**src/rtl/i2cr_pkg.sv**
```systemverilog
`timescale 1ns/1ps
package i2cr_pkg;
  localparam int IDX_W = 4;

  typedef enum logic [2:0] {
    ST_IDLE,
    ST_ADDR,
    ST_SUB,
    ST_DATA,
    ST_READ
  } bus_state_e;

  // Next register index after a data byte: advance only when enabled and below the last index
  function automatic logic [IDX_W-1:0] step_index(input logic [IDX_W-1:0] idx,
                                                  input logic             adv,
                                                  input logic [IDX_W-1:0] last);
    if (adv && (idx < last)) return idx + 1'b1;
    return idx;
  endfunction

  // Status byte returned on reads
  function automatic logic [7:0] status_byte(input logic zc, input logic sm);
    return {6'b000000, zc, sm};
  endfunction

  // Bit of an outgoing byte for bit slot pos (slot 0 is the MSB)
  function automatic logic tx_bit(input logic [7:0] b, input logic [IDX_W-1:0] pos);
    return b[3'(4'd7 - pos)];
  endfunction
endpackage

```
**src/rtl/i2cr_line_sync.sv**
```systemverilog
`timescale 1ns/1ps
module i2cr_line_sync #(
  parameter int STAGES = 2
) (
  input  logic clk,
  input  logic rst_n,
  input  logic scl_i,
  input  logic sda_i,
  output logic scl_lvl_o,
  output logic sda_lvl_o,
  output logic scl_rise_o,
  output logic scl_fall_o,
  output logic start_o,
  output logic stop_o
);
  logic [STAGES-1:0] scl_ff, sda_ff;
  logic scl_prev, sda_prev;

  always_ff @(posedge clk or negedge rst_n) begin
    if (!rst_n) begin
      scl_ff   <= '1;
      sda_ff   <= '1;
      scl_prev <= 1'b1;
      sda_prev <= 1'b1;
    end else begin
      scl_ff   <= {scl_ff[STAGES-2:0], scl_i};
      sda_ff   <= {sda_ff[STAGES-2:0], sda_i};
      scl_prev <= scl_ff[STAGES-1];
      sda_prev <= sda_ff[STAGES-1];
    end
  end

  assign scl_lvl_o  = scl_ff[STAGES-1];
  assign sda_lvl_o  = sda_ff[STAGES-1];
  assign scl_rise_o = scl_lvl_o & ~scl_prev;
  assign scl_fall_o = ~scl_lvl_o & scl_prev;
  assign start_o    = scl_lvl_o & scl_prev & sda_prev & ~sda_lvl_o;
  assign stop_o     = scl_lvl_o & scl_prev & ~sda_prev & sda_lvl_o;
endmodule

```
**src/rtl/i2cr_regfile.sv**
```systemverilog
`timescale 1ns/1ps
module i2cr_regfile
  import i2cr_pkg::*;
#(
  parameter int         NREG    = 9,
  parameter logic [7:0] RST_VAL = 8'hFE
) (
  input  logic             clk,
  input  logic             rst_n,
  input  logic             we_i,
  input  logic [IDX_W-1:0] idx_i,
  input  logic [7:0]       wdata_i,
  output logic [NREG*8-1:0] regs_o
);
  for (genvar g = 0; g < NREG; g++) begin : g_reg
    logic [7:0] r_q;
    always_ff @(posedge clk or negedge rst_n) begin
      if (!rst_n)                              r_q <= RST_VAL;
      else if (we_i && (idx_i == IDX_W'(g)))   r_q <= wdata_i;
    end
    assign regs_o[8*g +: 8] = r_q;
  end
endmodule

```
**src/rtl/i2c_regbank_slave.sv**
```systemverilog
`timescale 1ns/1ps
module i2c_regbank_slave
  import i2cr_pkg::*;
#(
  parameter logic [6:0] DEV_ADDR = 7'b1000100,
  parameter int         NREG     = 9,
  parameter logic [7:0] RST_VAL  = 8'hFE,
  parameter int         SYNC_STG = 2
) (
  input  logic              clk,
  input  logic              rst_n,
  input  logic              scl_i,
  input  logic              sda_i,
  output logic              sda_drive_low_o,
  input  logic              zc_muted_i,
  input  logic              soft_mute_i,
  output logic [NREG*8-1:0] regs_o
);
  localparam logic [IDX_W-1:0] LAST_IDX = IDX_W'(NREG - 1);

  // Bus events from the synchronizer
  logic scl_lvl, sda_lvl, scl_rise, scl_fall, start_det, stop_det;

  i2cr_line_sync #(.STAGES(SYNC_STG)) u_sync (
    .clk(clk), .rst_n(rst_n), .scl_i(scl_i), .sda_i(sda_i),
    .scl_lvl_o(scl_lvl), .sda_lvl_o(sda_lvl),
    .scl_rise_o(scl_rise), .scl_fall_o(scl_fall),
    .start_o(start_det), .stop_o(stop_det)
  );

  bus_state_e       state_q;
  logic [3:0]       bit_cnt_q;
  logic             ack_phase_q;
  logic [7:0]       shreg_q;
  logic [7:0]       tx_q;
  logic [IDX_W-1:0] cur_idx_q;
  logic             auto_inc_q;
  logic             sda_low_q;

  // Named internal events (also observed by the checker)
  logic       byte_done, addr_match, wr_en, rd_mode;
  logic [7:0] status;

  assign rd_mode    = (state_q == ST_READ);
  assign byte_done  = scl_fall && !ack_phase_q && (bit_cnt_q == 4'd8) &&
                      ((state_q == ST_ADDR) || (state_q == ST_SUB) || (state_q == ST_DATA));
  assign addr_match = (shreg_q[7:1] == DEV_ADDR);
  assign wr_en      = byte_done && (state_q == ST_DATA);
  assign status     = status_byte(zc_muted_i, soft_mute_i);

  always_ff @(posedge clk or negedge rst_n) begin
    if (!rst_n) begin
      state_q     <= ST_IDLE;
      bit_cnt_q   <= '0;
      ack_phase_q <= 1'b0;
      shreg_q     <= '0;
      tx_q        <= '0;
      cur_idx_q   <= '0;
      auto_inc_q  <= 1'b0;
      sda_low_q   <= 1'b0;
    end else if (start_det) begin
      state_q     <= ST_ADDR;
      bit_cnt_q   <= '0;
      ack_phase_q <= 1'b0;
      sda_low_q   <= 1'b0;
    end else if (stop_det) begin
      state_q     <= ST_IDLE;
      bit_cnt_q   <= '0;
      ack_phase_q <= 1'b0;
      sda_low_q   <= 1'b0;
    end else if (state_q == ST_READ) begin
      if (scl_fall && (ack_phase_q || bit_cnt_q == 4'd9)) begin
        // end of an acknowledge slot: reload the status byte, present its MSB
        ack_phase_q <= 1'b0;
        tx_q        <= status;
        sda_low_q   <= ~status[7];
        bit_cnt_q   <= '0;
      end else if (scl_rise && !ack_phase_q) begin
        if (bit_cnt_q == 4'd8 && sda_lvl) begin
          state_q   <= ST_IDLE;       // master declined further bytes
          sda_low_q <= 1'b0;
        end else begin
          bit_cnt_q <= bit_cnt_q + 4'd1;
        end
      end else if (scl_fall && !ack_phase_q) begin
        if (bit_cnt_q == 4'd8)      sda_low_q <= 1'b0;
        else if (bit_cnt_q != 4'd0) sda_low_q <= ~tx_bit(tx_q, bit_cnt_q);
      end
    end else if (state_q != ST_IDLE) begin
      if (ack_phase_q) begin
        if (scl_fall) begin
          ack_phase_q <= 1'b0;
          sda_low_q   <= 1'b0;
          bit_cnt_q   <= '0;
        end
      end else if (scl_rise && bit_cnt_q < 4'd8) begin
        shreg_q   <= {shreg_q[6:0], sda_lvl};
        bit_cnt_q <= bit_cnt_q + 4'd1;
      end else if (byte_done) begin
        unique case (state_q)
          ST_ADDR: begin
            if (addr_match) begin
              ack_phase_q <= 1'b1;
              sda_low_q   <= 1'b1;
              state_q     <= shreg_q[0] ? ST_READ : ST_SUB;
            end else begin
              state_q <= ST_IDLE;
            end
          end
          ST_SUB: begin
            cur_idx_q   <= shreg_q[IDX_W-1:0];
            auto_inc_q  <= shreg_q[4];
            ack_phase_q <= 1'b1;
            sda_low_q   <= 1'b1;
            state_q     <= ST_DATA;
          end
          default: begin
            cur_idx_q   <= step_index(cur_idx_q, auto_inc_q, LAST_IDX);
            ack_phase_q <= 1'b1;
            sda_low_q   <= 1'b1;
          end
        endcase
      end
    end
  end

  i2cr_regfile #(.NREG(NREG), .RST_VAL(RST_VAL)) u_regs (
    .clk(clk), .rst_n(rst_n), .we_i(wr_en), .idx_i(cur_idx_q),
    .wdata_i(shreg_q), .regs_o(regs_o)
  );

  assign sda_drive_low_o = sda_low_q;
endmodule

```
**config.mk**
```make
export PLATFORM = sky130hd
export DESIGN_NAME = i2c_regbank_slave
export DESIGN_NICKNAME = d
export VERILOG_FILES = /design/src/rtl/i2cr_pkg.sv /design/src/rtl/i2cr_line_sync.sv /design/src/rtl/i2cr_regfile.sv /design/src/rtl/i2c_regbank_slave.sv
export SDC_FILE = /design/constraint.sdc
export NUM_CORES = 1
export LEC_CHECK = 0
export ABC_AREA = 1
export BUFFER_PORTS_ARGS = -buffer_cell sky130_fd_sc_hd__buf_4
export CAP_MARGIN = 30
export CELL_PAD_IN_SITES_DETAIL_PLACEMENT = 0
export CELL_PAD_IN_SITES_GLOBAL_PLACEMENT = 2
export CORE_ASPECT_RATIO = 1.75
export CORE_MARGIN = 2
export CORE_UTILIZATION = 34
export DETAILED_ROUTE_END_ITERATION = 10
export PLACE_DENSITY_LB_ADDON = 0.25
export RECOVER_POWER = 50
export SYNTH_ARGS = -nofsm -noshare
export SYNTH_HDL_FRONTEND = slang
export SYNTH_SLANG_ARGS = --single-unit
```
**constraint.sdc**
```tcl
create_clock -name clk -period 2.6 [get_ports clk]
set_clock_uncertainty 0.15 [all_clocks]
set_input_delay 0.26 -clock clk [delete_from_list [all_inputs] [get_ports clk]]
set_output_delay 0.26 -clock clk [all_outputs]
set_load 0.02 [all_outputs]
```
* Word level (Yosys, flattened, before mapping)
Cells that the tools add are included.
** Word-level totals
- Register bits :: 102
- Input bits :: 6
- Word-level logic and storage cells :: 178
** Cells by class
- $add $sub $neg :: 3
- $lt $le $gt $ge :: 3
- Equal/unequal tests :: 29
- Mux-type cells :: 64
- Bitwise operators :: 18
- Reductions and logical operators :: 40
** Operator list (count)
- $mux W4 :: 12
- $mux W1 :: 37
- $mux W3 :: 12
- $reduce_and A8 Y1 :: 3
- $logic_and A1 B1 Y1 :: 18
- $eq A4 B3 Y1 const B :: 4
- $ne A4 B3 Y1 const B :: 4
- $reduce_bool A5 Y1 :: 3
- $eq A4 B4 Y1 const B :: 3
- $reduce_bool A4 Y1 :: 3
- $not A1 Y1 :: 11
- $ne A5 B5 Y1 const B :: 2
- $reduce_and A9 Y1 :: 1
- $add A4 B1 Y4 const B :: 2
- $eq A4 B2 Y1 const B :: 2
- $lt A4 B4 Y1 const B :: 2
- $ne A4 B4 Y1 const B :: 2
- $pmux W4 S2 :: 1
- $and A1 B1 Y1 :: 7
- $eq A7 B7 Y1 const B :: 1
- $ne A7 B3 Y1 const B :: 1
- $eq A3 B2 Y1 const B :: 2
- $ne A6 B3 Y1 const B :: 1
- $ne A6 B5 Y1 const B :: 1
- other kinds (20) :: 22

* Depth between registers and ports, before layout
- Depth in word-level cells :: 14
- Mapped depth :: 12

* Cells and area by module
A second synthesis with hierarchy kept.
** Second synthesis, totals
- Cells, all modules :: 580
- Area total of the unflattened synthesis :: 4878.4 µm²
** By module, submodules not included
- i2cr_regfile :: instances 1, cells an instance 351, area an instance 3133.0 µm²
- i2c_regbank_slave :: instances 1, cells an instance 212, area an instance 1546.5 µm²
- i2cr_line_sync :: instances 1, cells an instance 17, area an instance 198.9 µm²

* Worst setup path before layout
No wires, ideal clock.
- Kind :: reg2reg
- From :: register u_sync.scl_prev
- To :: register u_regs.g_reg[4].r_q[6]
- Setup time :: 0.085 ns
- Arrival time :: 1.650 ns
- Required time :: 2.365 ns
- Path slack :: 0.714 ns
- Stages on the path, launching flop included :: 11
- Path through :: dfstp_2 inv_2 nor2_2 nand3_1 nor2_4 nand2_4 nor2_8 nand2_2 buf_6 nand2_1 o21ai_2
** Between the ends
- Longest elaborated chain between the ends :: 6
** Ends and longest elaborated chain
- start: declaration :: RTL line i2cr_line_sync.sv:17 : logic scl_prev, sda_prev;
- start signal: assignment :: RTL line i2cr_line_sync.sv:28 : scl_prev <= scl_ff[STAGES-1];
- $and A1 B1 Y1 :: RTL line i2cr_line_sync.sv:36 : assign scl_fall_o = ~scl_lvl_o & scl_prev;
- $logic_and A1 B1 Y1 (3 in a row) :: RTL line i2c_regbank_slave.sv:45 : assign byte_done = scl_fall && !ack_phase_q && (bit_cnt_q == 4'd8) &&
- $logic_and A1 B1 Y1 :: RTL line i2c_regbank_slave.sv:48 : assign wr_en = byte_done && (state_q == ST_DATA);
- $logic_and A1 B1 Y1 :: RTL line i2cr_regfile.sv:19 : else if (we_i && (idx_i == IDX_W'(g))) r_q <= wdata_i;
- end signal: assignment :: RTL line i2cr_regfile.sv:19
- end: declaration :: RTL line i2cr_regfile.sv:16 : logic [7:0] r_q;
Every way passes these cells.
A chain may end at the register's enable or synchronous reset.

* Worst setup path after layout
- From :: register u_sync.scl_prev
- To :: register u_regs.g_reg[4].r_q[0]
Same word-level chain as after synthesis.

==> impl_metrics.toml <==
[cells_and_area]
drive_above_1_share = 0.212
area_delta_synth_final_pct = 21.2
antenna_cells = 0
nNetsFinal = 588

[clocking]
cts_tree = "yes"
clk_pin_slew_worst_paths_ps = 80
cts_inserted_buffers = 9
clock_path_buffers = 2
clock_latency_ps = 340
cts_resized = 0
cts_sinks = 102
h-tree-depth = 3
cts-root-buf = "clkbuf_16"

[sta]
setup_viol = 0
fin_crit_ps = 2140
fmax_ghz = 0.468
drv_slew = 0
hold_viol_final = 0
timing.final.crit_share = 0.822
tns_ps = 0
rsz0062_at_grt = "no"
worst_slew_pin_slew_ps = 1370
slew_headroom = 0.0851

[die]
design.die.area_sq_um = 14400
die_h_um = 157
io_pins = 79
fp.coreArea_sq_um = 13200
chipWidth_um = 91.6
rows = 56
start_util = 0.345

[min_path]
min-delay-start = "u_sync.scl_ff[0]"
worst_hold_path.num_cells = 0
hp-class = "flip-flop to flip-flop"
hold_path_end = "u_sync.scl_ff[1]"

[route]
routedWlPerCell_um = 16.2
met3_length_um = 288
drt-total-wl_mm = 12.2
ant_nets = 0
top_layer = "met4"
wl_met1_mm = 4.92
drt_iter0_drc = 119
vias_per_cell = 4.69
met2WireLength_mm = 6.71
first_pass_iters = 6
via_count = 3535
drcViolationCount = 0

[synth]
synth_largest_area_cell = "dfstp_2"
synth_top_family_by_area = "simple AND/OR/NAND/NOR gates"
netlist_area_sq_um = 4570
synth_adder_area_share = 0.0192
ys_top_cells_by_area = "dfstp_2 (40%), dfrtp_1 (18%), nand2_1 (12%)"
netlist_instances = 492
synth_ff_type = "dfstp_2"
yosysUniqueCellTypes = 30
yosys.area_share.simple = 0.219
synth_edf_count = 0
syn_nets = 505
synth_xor_area_frac = 0.00383
ys_top_cells_by_count = "nand2_1 (152), dfstp_2 (69), o21ai_0 (49), dfrtp_1 (33), inv_1 (33)"
synthMuxAreaShare = 0
syn_area_per_cell_sq_um = 9.29
yosysSeqAreaShare = 0.577
synth_compound_area_frac = 0.131
synth_top_area_frac = 0.397
synth.most_common_cell = "nand2_1"
synth_warnings = 0
synth-async-reset-ratio = 1.00
synth-seq-cells = 102

[setup_path]
slowest_delay_ps = 580
cp_cell_sequence = "inv_2, nor2_2, nand3_1, nor2_4, nand2_4, nor2_8, nand2_2, nand2_1, o21ai_2"
r2r_slack_ps = 460
critPathBufInv = 1
critPathCaptureType = "flip-flop"
crit_slowest_cell = "dfstp_2"
critical_path_class = "flip-flop to flip-flop"
worstSetupStartpoint = "u_sync.scl_prev"
startpoint_type = "flip-flop"
rr_endpoint = "u_regs.g_reg[4].r_q[0]"
crit_family = "simple AND/OR/NAND/NOR gates"
required_ps = 2660
crit_path_max_fanout = 16
reg2reg_depth = 9
cp.arrival_ps = 2200
worst_r2r_startpoint = "u_sync.scl_prev"

[run_status]
status = "complete, no violations"

[pwr]
finalPower_mw = 3.26
power.leakage_nw = 2.36
power_density_nw_per_um2 = 589
ir_worst_vdd_v = 0.000331

[global_route]
grt_overflow_total = 0
track_usage = 0.175
grt_max_degree = 51
grt_pass1_wl_mm = 19.3
grt_pass1_vias = 3613
antenna_found_initial = 0

[flow_run]
maxCapViolCount = 0

[placement]
globalplace.congestion = 0.841
portBuffers = 78
dp_hpwl_mm = 8.71
## worst reg2reg max path, cell delays in order, from the launching register on
cell and delay, ps:
dfstp_2 580, inv_2 60, nor2_2 90, nand3_1 110, nor2_4 280, nand2_4 150, nor2_8 150, nand2_2 220
nand2_1 150, o21ai_2 60
## stage by stage
stage | hold WS [ps] | cell area, sq um | instances | utilization | setup WS, ps
2_1_floorplan | -186 | 4570 | 492 | - | 714
3_3_place_gp | 191 | 5340 | 733 | 0.403 | 494
3_5_place_dp | 198 | 5340 | 733 | 0.403 | 488
4_1_cts | 209 | 5690 | 754 | 0.430 | 471
5_1_grt | 217 | 5540 | 754 | 0.418 | 302
6_report | 212 | 5540 | 754 | 0.418 | 463
## flip-flops by register name, indices dropped and copies added, names as in the netlist, 2 cells and up
signal	count
u_regs.g.r_q	72
shreg_q	8
bit_cnt_q	4
cur_idx_q	4
state_q	3
tx_q	2
u_sync.scl_ff	2
u_sync.sda_ff	2
## layer usage
| metal | vias to the layer above | global-route usage |
|---|---|---|
| li1 | 1751 | - |
| met1 | 1717 | 0.195 |
| met2 | 50 | 0.329 |
| met3 | 17 | 0.0258 |
| met4 | 0 | 0.0714 |
| met5 | - | 0 |
## worst max-delay path by stage
stage | end | cells after the start
2_1_floorplan | u_regs.g_reg[4].r_q[6] | 10
3_3_place_gp | u_regs.g_reg[0].r_q[0] | 9
3_5_place_dp | u_regs.g_reg[0].r_q[0] | 9
4_1_cts | u_regs.g_reg[4].r_q[0] | 9
5_1_grt | u_regs.g_reg[4].r_q[0] | 9
6_report | u_regs.g_reg[4].r_q[0] | 9
## where the power goes
| part | total, mW | internal (mW) | switching, mW |
|---|---|---|---|
| clock | 1.40 | 0.767 | 0.637 |
| combinational | 0.200 | 0.0634 | 0.137 |
| sequential | 1.66 | 1.62 | 0.0392 |
## area by class of cell
class / count / area [sq um]
Clock buffer: 10 / 229
Inverter: 35 / 131
Sequential cell: 102 / 2640
Fill cell: 1350 / 7700
Tap cell: 174 / 218
Multi-Input combinational cell: 338 / 1710
Timing Repair Buffer: 89 / 537
Clock inverter: 6 / 77.6
## kinds of logic (layout without fill, tap and decap cells)
logic type	count (synthesis)	after routing
DFF	102	102
and+or+nand+nor	226	226
AOI/OAI and AO/OA	103	103
adders and majority gates	7	7
xor gates and xnor gates	2	2
buffers and inverters	52	140
## cells in the final DEF (no fill, tap or decap), drive strengths merged
cell and instances:
bufinv 1, nor3 1, dfrtp 33, nor2 38
inv 38, xor2 1, nor4 1, xnor2 1
o31ai 1, dlygate4sd3 5, clkinv 1, clkbuf 54
o21ai 76, nand4 8, ha 7, nand3 22
nand2 155, dfstp 69, o21a 16, buf 40
a21oi 10, nand3b 1, clkinvlp 1
## repair_timing
item / 4_1_cts / 5_1_grt
hold buffers: 5 / 0
endpoints found under the hold margin: 24 / 0
buffers inserted: 0 / 0
Power figures use the tool's default switching activity.
